--- src/rtl/swa_pkg.sv ---
package swa_pkg;
    typedef enum logic {
        MODE_BANK  = 1'b0,
        MODE_INDIV = 1'b1
    } swa_mode_e;
endpackage

--- src/rtl/swa_shift_latch.sv ---
module swa_shift_latch #(
    parameter int N = 32
) (
    input  logic         clk,
    input  logic         rst_n,
    input  logic         clr,
    input  logic         shift_stb,
    input  logic         ser_in,
    input  logic         latch_hold,
    output logic [N-1:0] view,
    output logic         ser_out
);
    typedef struct packed {
        logic [N-1:0] sh;
        logic [N-1:0] lat;
    } sl_t;

    sl_t st_d, st_q;

    always_comb begin
        st_d = st_q;
        if (clr) begin
            st_d = '0;
        end else begin
            if (shift_stb) st_d.sh = {st_q.sh[N-2:0], ser_in};
            if (!latch_hold) st_d.lat = st_d.sh;
        end
    end

    always_ff @(posedge clk or negedge rst_n) begin
        if (!rst_n) st_q <= '0;
        else        st_q <= st_d;
    end

    assign view    = latch_hold ? st_q.lat : st_q.sh;
    assign ser_out = st_q.sh[N-1];


    shift_move_chk: assert property (@(posedge clk) disable iff (!rst_n)
        (shift_stb && !clr) |=> (ser_out == $past(st_q.sh[N-2])));


    latch_hold_chk: assert property (@(posedge clk) disable iff (!rst_n)
        (latch_hold && !clr) |=> $stable(st_q.lat));


    clear_zero_chk: assert property (@(posedge clk) disable iff (!rst_n)
        clr |=> (st_q == '0 && !ser_out));
endmodule

--- src/rtl/swa_wake.sv ---
module swa_wake #(
    parameter int WAKE_CYCLES = 1000
) (
    input  logic clk,
    input  logic rst_n,
    input  logic standby_n,
    output logic ready
);
    localparam int CW = $clog2(WAKE_CYCLES + 1);

    typedef struct packed {
        logic [CW-1:0] cnt;
        logic          rdy;
    } wk_t;

    wk_t st_d, st_q;

    always_comb begin
        st_d = st_q;
        if (!standby_n) begin
            st_d = '0;
        end else if (!st_q.rdy) begin
            st_d.cnt = st_q.cnt + 1'b1;
            st_d.rdy = (st_q.cnt == CW'(WAKE_CYCLES - 1));
        end
    end

    always_ff @(posedge clk or negedge rst_n) begin
        if (!rst_n) st_q <= '0;
        else        st_q <= st_d;
    end

    assign ready = st_q.rdy;


    standby_drop_chk: assert property (@(posedge clk) disable iff (!rst_n)
        !standby_n |=> !ready);


    wake_count_chk: assert property (@(posedge clk) disable iff (!rst_n)
        $rose(ready) |-> ($past(st_q.cnt) == CW'(WAKE_CYCLES - 1)));
endmodule

--- src/rtl/swa_chan_mux.sv ---
module swa_chan_mux #(
    parameter int N = 32
) (
    input  logic                 active,
    input  swa_pkg::swa_mode_e   mode,
    input  logic                 clr,
    input  logic                 le_en,
    input  logic                 din_sel,
    input  logic [N-1:0]         view,
    output logic [N-1:0]         chan_on
);
    logic [N-1:0] bank_pat;

    for (genvar i = 0; i < N; i++) begin : g_bank
        if (i % 2 == 0) begin : g_even
            assign bank_pat[i] = din_sel;
        end else begin : g_odd
            assign bank_pat[i] = !din_sel;
        end
    end

    always_comb begin
        chan_on = '0;
        if (active) begin
            if (mode == swa_pkg::MODE_INDIV) begin
                if (!clr) chan_on = view;
            end else if (le_en) begin
                chan_on = bank_pat;
            end
        end
    end
endmodule

--- src/rtl/swa_ctrl.sv ---
module swa_ctrl #(
    parameter int N           = 32,
    parameter int WAKE_CYCLES = 1000
) (
    input  logic         clk,
    input  logic         rst_n,
    input  logic         standby_n,
    input  logic         mode_indiv,
    input  logic         clr,
    input  logic         shift_stb,
    input  logic         din_sel,
    input  logic         le_en,
    output logic         ser_out,
    output logic [N-1:0] chan_on
);
    localparam int HALF = N / 2;

    swa_pkg::swa_mode_e mode;
    logic [N-1:0]       view;
    logic               ready;
    logic               active;

    assign mode   = swa_pkg::swa_mode_e'(mode_indiv);
    assign active = ready && standby_n;

    swa_shift_latch #(.N(N)) u_shift (
        .clk        (clk),
        .rst_n      (rst_n),
        .clr        (clr),
        .shift_stb  (shift_stb),
        .ser_in     (din_sel),
        .latch_hold (le_en),
        .view       (view),
        .ser_out    (ser_out)
    );

    swa_wake #(.WAKE_CYCLES(WAKE_CYCLES)) u_wake (
        .clk       (clk),
        .rst_n     (rst_n),
        .standby_n (standby_n),
        .ready     (ready)
    );

    swa_chan_mux #(.N(N)) u_mux (
        .active  (active),
        .mode    (mode),
        .clr     (clr),
        .le_en   (le_en),
        .din_sel (din_sel),
        .view    (view),
        .chan_on (chan_on)
    );


    standby_off_chk: assert property (@(posedge clk) disable iff (!rst_n)
        !standby_n |-> (chan_on == '0));


    clear_off_chk: assert property (@(posedge clk) disable iff (!rst_n)
        (mode_indiv && clr) |-> (chan_on == '0));


    bank_disable_chk: assert property (@(posedge clk) disable iff (!rst_n)
        (!mode_indiv && !le_en) |-> (chan_on == '0));


    bank_half_chk: assert property (@(posedge clk) disable iff (!rst_n)
        (!mode_indiv && le_en && active) |-> ($countones(chan_on) == HALF));
endmodule

--- config.mk ---
export PLATFORM = sky130hd
export DESIGN_NAME = swa_ctrl
export DESIGN_NICKNAME = d
export VERILOG_FILES = /design/src/rtl/swa_pkg.sv /design/src/rtl/swa_shift_latch.sv /design/src/rtl/swa_wake.sv /design/src/rtl/swa_chan_mux.sv /design/src/rtl/swa_ctrl.sv
export SDC_FILE = /design/constraint.sdc
export NUM_CORES = 1
export LEC_CHECK = 0
export BUFFER_PORTS_ARGS = -buffer_cell sky130_fd_sc_hd__buf_2
export CAP_MARGIN = 10
export CORE_ASPECT_RATIO = 1.1
export CORE_MARGIN = 2
export CORE_UTILIZATION = 53
export DETAILED_ROUTE_END_ITERATION = 12
export PLACE_DENSITY = 0.79
export SYNTH_ARGS = -nofsm -noshare
export SYNTH_HDL_FRONTEND = slang
export SYNTH_HIERARCHICAL = 1
export SYNTH_SLANG_ARGS = --single-unit
--- constraint.sdc ---
create_clock -name clk -period 1.6 [get_ports clk]
set_input_delay 0.4 -clock clk [delete_from_list [all_inputs] [get_ports clk]]
set_output_delay 0.4 -clock clk [all_outputs]
set_load 0.02 [all_outputs]
==> impl_metrics.csv, run 1 <==
group,metric,value,unit
route,wl,9400,um
critical_path,rr_worst_depth,5,
power,p_per_area,760,nW/um^2
power,leakagePower,2.39,nW
min_path,min_path_type,"in2async",
placement,io_buffers,40,
route,ant_nets,0,
route,drt-initial-drc-count,227,
floorplan,dieWidth,86.3,um
global_routing,met1_usage,32.0,%
yosys,netlist_instances,359,
placement,dp_cells,480,
global_routing,grt_use_total,24.6,%
clock_tree,clk_latency,0.35,ns
timing,post-route-period-util,128,%
timing,fin_ws,-0.447,ns
yosys,synth_nets,368,
critical_path,cp-startpoint,"u_wake/ready",
job,drv_cap,0,
timing,period_minus_slack,2.05,ns
run_status,status,"finished, violations left",
run_status,violations,"negative setup slack",
clock_tree,cts-buffers-inserted,9,
yosys,synth.most_common_cell,"dfrtp_1",
critical_path,critPathCaptureType,"output pin",
critical_path,reg2reg_slack,0,ns
critical_path,cp-start-kind,"register",
layout,finalNonFillerCells,503,
clock_tree,cts.sinks,75,
timing,slew_headroom,55.4,%
timing,hold_viol_final,0,
global_routing,grt.overflow.total,0,
timing,tightest_slew,0.669,ns
yosys,synth_top_cell_by_area,"dfrtp_1",
route,wire_per_inst,18.7,um
critical_path,r2r-end,"u_wake/st_q[9]",
global_routing,use_met2,41.1,%
timing,fin_worst_skew,0.0133,ns
layout,syn_to_final_growth,29.9,%
yosys,async_flop_share,100,%
layout,drive_above_1_share,39.4,%
yosys,synth_edf_count,0,
route,firstDrtPassIters,4,
global_routing,grt_pass1_wl,15300,um
floorplan,ios,41,
global_routing,use_met3,4.55,%
critical_path,r2r_start,"u_wake/ready",
layout,regArea,1880,um^2
route,drc,0,
timing,rsz0062_at_grt,"yes",
yosys,synthDistinctLibCells,38,
floorplan,core_area,7350,um^2
critical_path,cp.arrival,1.65,ns
clock_tree,clk_path_buf_depth,2,
placement,gp_congestion,0.791,
global_routing,grt_pass1_vias,3107,
floorplan,die_h,94.5,um
yosys,synth_top_area_share,47.5,%
floorplan,row_count,33,
route,vias,2964,
timing,maxSlewViolCount,0,
placement,place_area,4450,um^2
clock_tree,cts-root-buf,"clkbuf_8",
yosys,ys_seq_elements,75,
layout,final_cell_area,5130,um^2
global_routing,grt.busiest_layer,"met2",
timing,fmax,489,MHz
global_routing,grt_max_degree,76,
yosys,ys.flop_type,"dfrtp_1",
critical_path,setup.worst_path.end,"chan_on[11]",
yosys,syn_area_per_cell,11.0,um^2
layout,fin_nets,420,
clock_tree,h-tree-depth,3,
timing,finalSetupViolations,32,
yosys,yosysWarnings,6,
timing,fin_tns_setup,-11.89,ns
yosys,netlist_area,3950,um^2
yosys,synth_common_cells,"75 x dfrtp_1, 37 x nor2_1, 34 x nor2b_1",
critical_path,cp.required,1.20,ns
critical_path,criticalPathCategory,"reg2out",
floorplan,die-area,8160,um^2
global_routing,antenna_found_initial,0,
yosys,yosysSeqAreaShare,47.5,%
power,peakVddDrop,0.625,mV
layout,fillers,506,
layout,n_antenna_cell,0,
placement,preCtsSetupSlack,-0.613,ns
yosys,yosys-top-cells-area,"dfrtp_1 48%, mux2_2 9.1%, mux2i_1 8.4%",
layout,multiInputGateArea,2100,um^2
route,via_per_inst,5.89,
clock_tree,cts_tree,"done",
clock_tree,hold_buffers,0,
placement,dp_hpwl,5530,um
floorplan,start_util,53.7,%
critical_path,worstPathMaxFanout,6,
clock_tree,clk_pin_slew,0.08,ns
timing,worst_hold_slack,0.0588,ns
cells in the final DEF, fill, tap and decap left out, types with 12 or more instances in the layout:
| cell type | n |
|---|---|
| dfrtp_1 | 74 |
| nor2_1 | 37 |
| buf_6 | 33 |
| mux2i_1 | 33 |
| nor2b_1 | 33 |
| mux2_2 | 32 |
| a211oi_1 | 31 |
| buf_4 | 18 |
| nand2_1 | 14 |
| clkbuf_8 | 12 |
final cells by class:
type                       count  area share [%]
multi-input combinational    251            41.0
sequential                    75            36.6
timing repair buffer          72            16.0
clock buffer                  13            3.29
tap                           87            2.12
clock inverter                 3           0.878
inverter                       2           0.146
flip-flops by register name, summed over array words and instances, names as in the netlist:
register and cells:
u_shift/st_q 63, u_wake/st_q 10, u_shift/ser_out 1, u_wake/ready 1
metrics by stage:
stage / power [mW] / util (%)
floorplan: 2.25 / -
global placement: 2.36 / 60.5
detailed placement: 2.37 / 60.5
CTS: 3.91 / 68.5
global route: 4.06 / 69.8
finish: 3.90 / 69.8
routing by layer:
metal  part of all wire [%]  up-vias
li1                       -     1388
met4                    1.3        0
met5                      0        -
met3                    3.4        9
met2                     51       85
met1                     45     1482
worst max-delay path, stage by stage, from the launching register on:
cell and delay (ns):
dfrtp_2 0.41, and2_4 0.16, and4bb_4 0.24, buf_12 0.16, a31o_4 0.20, buf_6 0.12
worst min path at each step:
stage	from	slack, ns	to	cells past startpoint
4_1_cts	rst_n	0.08	u_shift/st_q[6]	2
5_1_grt	rst_n	0.08	u_shift/st_q[8]	2
2_1_floorplan	rst_n	0.10	u_shift/ser_out	0
6_report	rst_n	0.06	u_shift/st_q[7]	2
3_5_place_dp	rst_n	0.46	u_shift/st_q[7]	2
3_3_place_gp	rst_n	0.46	u_shift/st_q[7]	2
where the power goes:
group	total, mW	internal (mW)	leakage, nW	switching (mW)
Sequential	1.97	1.94	1.02	0.0290
Clock	1.55	0.849	0.102	0.703
Combinational	0.377	0.152	1.27	0.225
cell families after synthesis:
kind of cell	count (synthesis)	share of synthesized area [%]
compound gates	75	13.4
xor+xnor	4	0.887
fa+ha+maj	1	0.317
buf+inv	33	5.77
flops	75	47.5
mux	65	17.5
simple gates	106	14.6
repair_timing:
action                     4_1_cts  5_1_grt
hold endpoints to repair         0        0
setup endpoints to repair       32       32
gates cloned                     1        2
pin swaps                        1        5
gates resized for setup         94        9
setup buffers                    3        1
No activity file was read; power rests on OpenSTA's default activity.
==> run 2, diff against run 1 <==
==> constraint.sdc (replaced) <==
create_clock -name clk -period 1.6 [get_ports clk]
set_input_delay 0 -clock clk [delete_from_list [all_inputs] [get_ports clk]]
set_output_delay 0 -clock clk [all_outputs]
set_load 0.02 [all_outputs]
==> run 2 against run 1 <==
Effect of this change: die area is the same; largest cell class unchanged; sequential cell count is the same; the run still ends with negative setup slack left; global-route usage shrank 1.1 points; worst setup slack gained 0.36 ns.
==> impl_metrics.csv, run 2 (same netlist as run 1, synthesis figures left out) <==
group,metric,value,unit
timing,tightest_slew,1.12,ns
critical_path,worstPathMaxFanout,7,
layout,top_regs,"u_shift/st_q: 63 flops, u_wake/st_q: 10 flops",
layout,most-common-layout-cells,"75 x dfrtp_1, 37 x nor2_1, 34 x nor2b_1, 33 x mux2i_1",
clock_tree,h-tree-depth,3,
global_routing,grt_use_total,23.4,%
floorplan,die_h,94.5,um
layout,multiInputGateArea,1930,um^2
layout,fin_nets,410,
layout,fillers,564,
clock_tree,clk_pin_slew,0.07,ns
layout,top_register,"u_shift/st_q",
placement,io_buffers,40,
timing,post-route-period-util,105,%
clock_tree,cts.sinks,75,
clock_tree,clk_latency,0.35,ns
timing,fin_ws,-0.0877,ns
route,wire_per_inst,18.2,um
global_routing,grt.overflow.total,0,
power,p_sw_share,23.9,%
floorplan,start_util,53.7,%
floorplan,core_area,7350,um^2
critical_path,cp-startpoint,"u_wake/ready",
timing,finalSetupViolations,26,
floorplan,dieWidth,86.3,um
min_path,min_path_type,"in2reg",
route,vias,2959,
critical_path,r2r-end,"u_wake/st_q[9]",
layout,final_common_cell,"dfrtp_1",
power,p_per_area,799,nW/um^2
critical_path,critPathSlowestCell,"dfrtp_1",
critical_path,critPathCaptureType,"output pin",
timing,fin_worst_skew,0.0103,ns
timing,fin_tns_setup,-1.28,ns
global_routing,antenna_found_initial,0,
layout,syn_to_final_growth,19.9,%
critical_path,criticalPathCategory,"reg2out",
floorplan,ios,41,
timing,slew_headroom,25.1,%
critical_path,crit_top_cell,"buf_6",
route,ant_nets,0,
power,p_int,2.88,mW
route,drt-initial-drc-count,234,
critical_path,reg2reg_slack,0.09,ns
power,leakagePower,2.24,nW
placement,preCtsSetupSlack,0.0956,ns
power,peakVddDrop,0.534,mV
critical_path,r2r_start,"u_wake/ready",
power,seq_power_share,52.1,%
floorplan,die-area,8160,um^2
global_routing,grt_pass1_vias,3069,
clock_tree,clk_path_buf_depth,2,
floorplan,row_count,33,
critical_path,cp-start-kind,"register",
critical_path,crit_chain,"and2_4, buf_12, nand4b_1, buf_6, o21ai_2, buf_6",
timing,fmax,593,MHz
placement,gp_congestion,0.768,
clock_tree,cts-buffers-inserted,9,
power,clkPwrFrac,38.7,%
run_status,violations,"negative setup slack",
route,via_per_inst,6.01,
timing,rsz0062_at_grt,"yes",
timing,maxSlewViolCount,0,
clock_tree,cts-root-buf,"clkbuf_8",
power,comb_power_share,9.2,%
layout,regArea,1880,um^2
placement,dp_hpwl,5170,um
global_routing,grt_max_degree,76,
layout,drive_above_1_share,32.6,%
route,wl,8930,um
clock_tree,cts_tree,"done",
global_routing,grt_pass1_wl,14800,um
placement,place_area,4180,um^2
power,finalPower,3.78,mW
layout,largest_reg_flops,63,
layout,n_antenna_cell,0,
layout,final_cell_area,4730,um^2
power,switchingPower,0.902,mW
timing,hold_viol_final,0,
timing,period_minus_slack,1.69,ns
route,firstDrtPassIters,4,
critical_path,max_stage_delay,0.39,ns
run_status,status,"finished, violations left",
critical_path,cp.arrival,1.69,ns
critical_path,rr_worst_depth,4,
route,drc,0,
critical_path,cp.required,1.60,ns
critical_path,setup.worst_path.end,"chan_on[8]",
job,drv_cap,0,
-- run 2: changes by cell type in the layout (fill, tap and decap cells not counted), moves of 2 or more --
cell,delta
o21ai_4,-8
nand2_2,-5
a31o_4,-11
buf_4,-4
clkinvlp_4,-2
nand2_1,+5
dlygate4sd3_1,+3
o21ai_2,+9
clkbuf_16,-2
a31o_1,+10
buf_12,-5
-- run 2: final cells by class --
class                      instances  share of cell area (%)
clock buffer                      13                    3.36
tap                               87                    2.30
sequential                        75                    39.7
timing repair buffer              62                    13.1
inverter                           2                   0.159
multi-input combinational        251                    40.7
clock inverter                     2                   0.740
-- run 2: worst min-delay path by stage --
| stage | start | endpoint | slack [ns] | cells after the start |
|---|---|---|---|---|
| floorplan | rst_n | u_shift/ser_out | -0.30 | 0 |
| global placement | rst_n | u_wake/st_q[9] | 0.06 | 2 |
| detailed placement | rst_n | u_wake/st_q[9] | 0.06 | 2 |
| CTS | standby_n | u_wake/st_q[10] | 0.03 | 3 |
| global route | standby_n | u_wake/st_q[9] | 0.06 | 3 |
| finish | standby_n | u_wake/st_q[8] | 0.04 | 3 |
-- run 2: worst max-delay path: cells and delay by family, from the launching register on --
family / cells / cell delay [ns]
buf+inv: 3 / 0.49
simple gates: 2 / 0.37
compound gates: 1 / 0.08
flops: 1 / 0.39
-- run 2: stage by stage --
step / hold slack (ns) / util [%] / std cells
4_1_cts: 0.0300 / 63.6 / 491
3_3_place_gp: 0.0581 / 56.9 / 469
3_5_place_dp: 0.0633 / 56.9 / 469
6_report: 0.0440 / 64.4 / 492
5_1_grt: 0.0638 / 64.4 / 492
2_1_floorplan: -0.296 / - / 359
-- run 2: routing by layer --
layer  vias to the layer above  GRT usage [%]  wire [um]
li1                       1368              -          -
met1                      1507           31.3       3660
met2                        65           38.4       4690
met3                        19           3.32        355
met4                         0           10.3        227
met5                         -              0          0
-- run 2: timing repair --
action,CTS,global route
setup endpoints to repair,32,36
cloned,2,0
buffers inserted,2,3
endpoints found under the hold margin,77,0
pin swaps,1,5
hold buffers,3,0
gates resized for setup,83,23
-- run 2: power groups by stage --
stage	Combinational [mW]	Clock (mW)	Sequential, mW
after floorplan	0.235	0	2.00
after global placement	0.326	0	2.00
after detailed placement	0.332	0	2.01
after CTS	0.345	1.48	1.97
after global routing	0.385	1.58	1.97
final	0.348	1.46	1.97
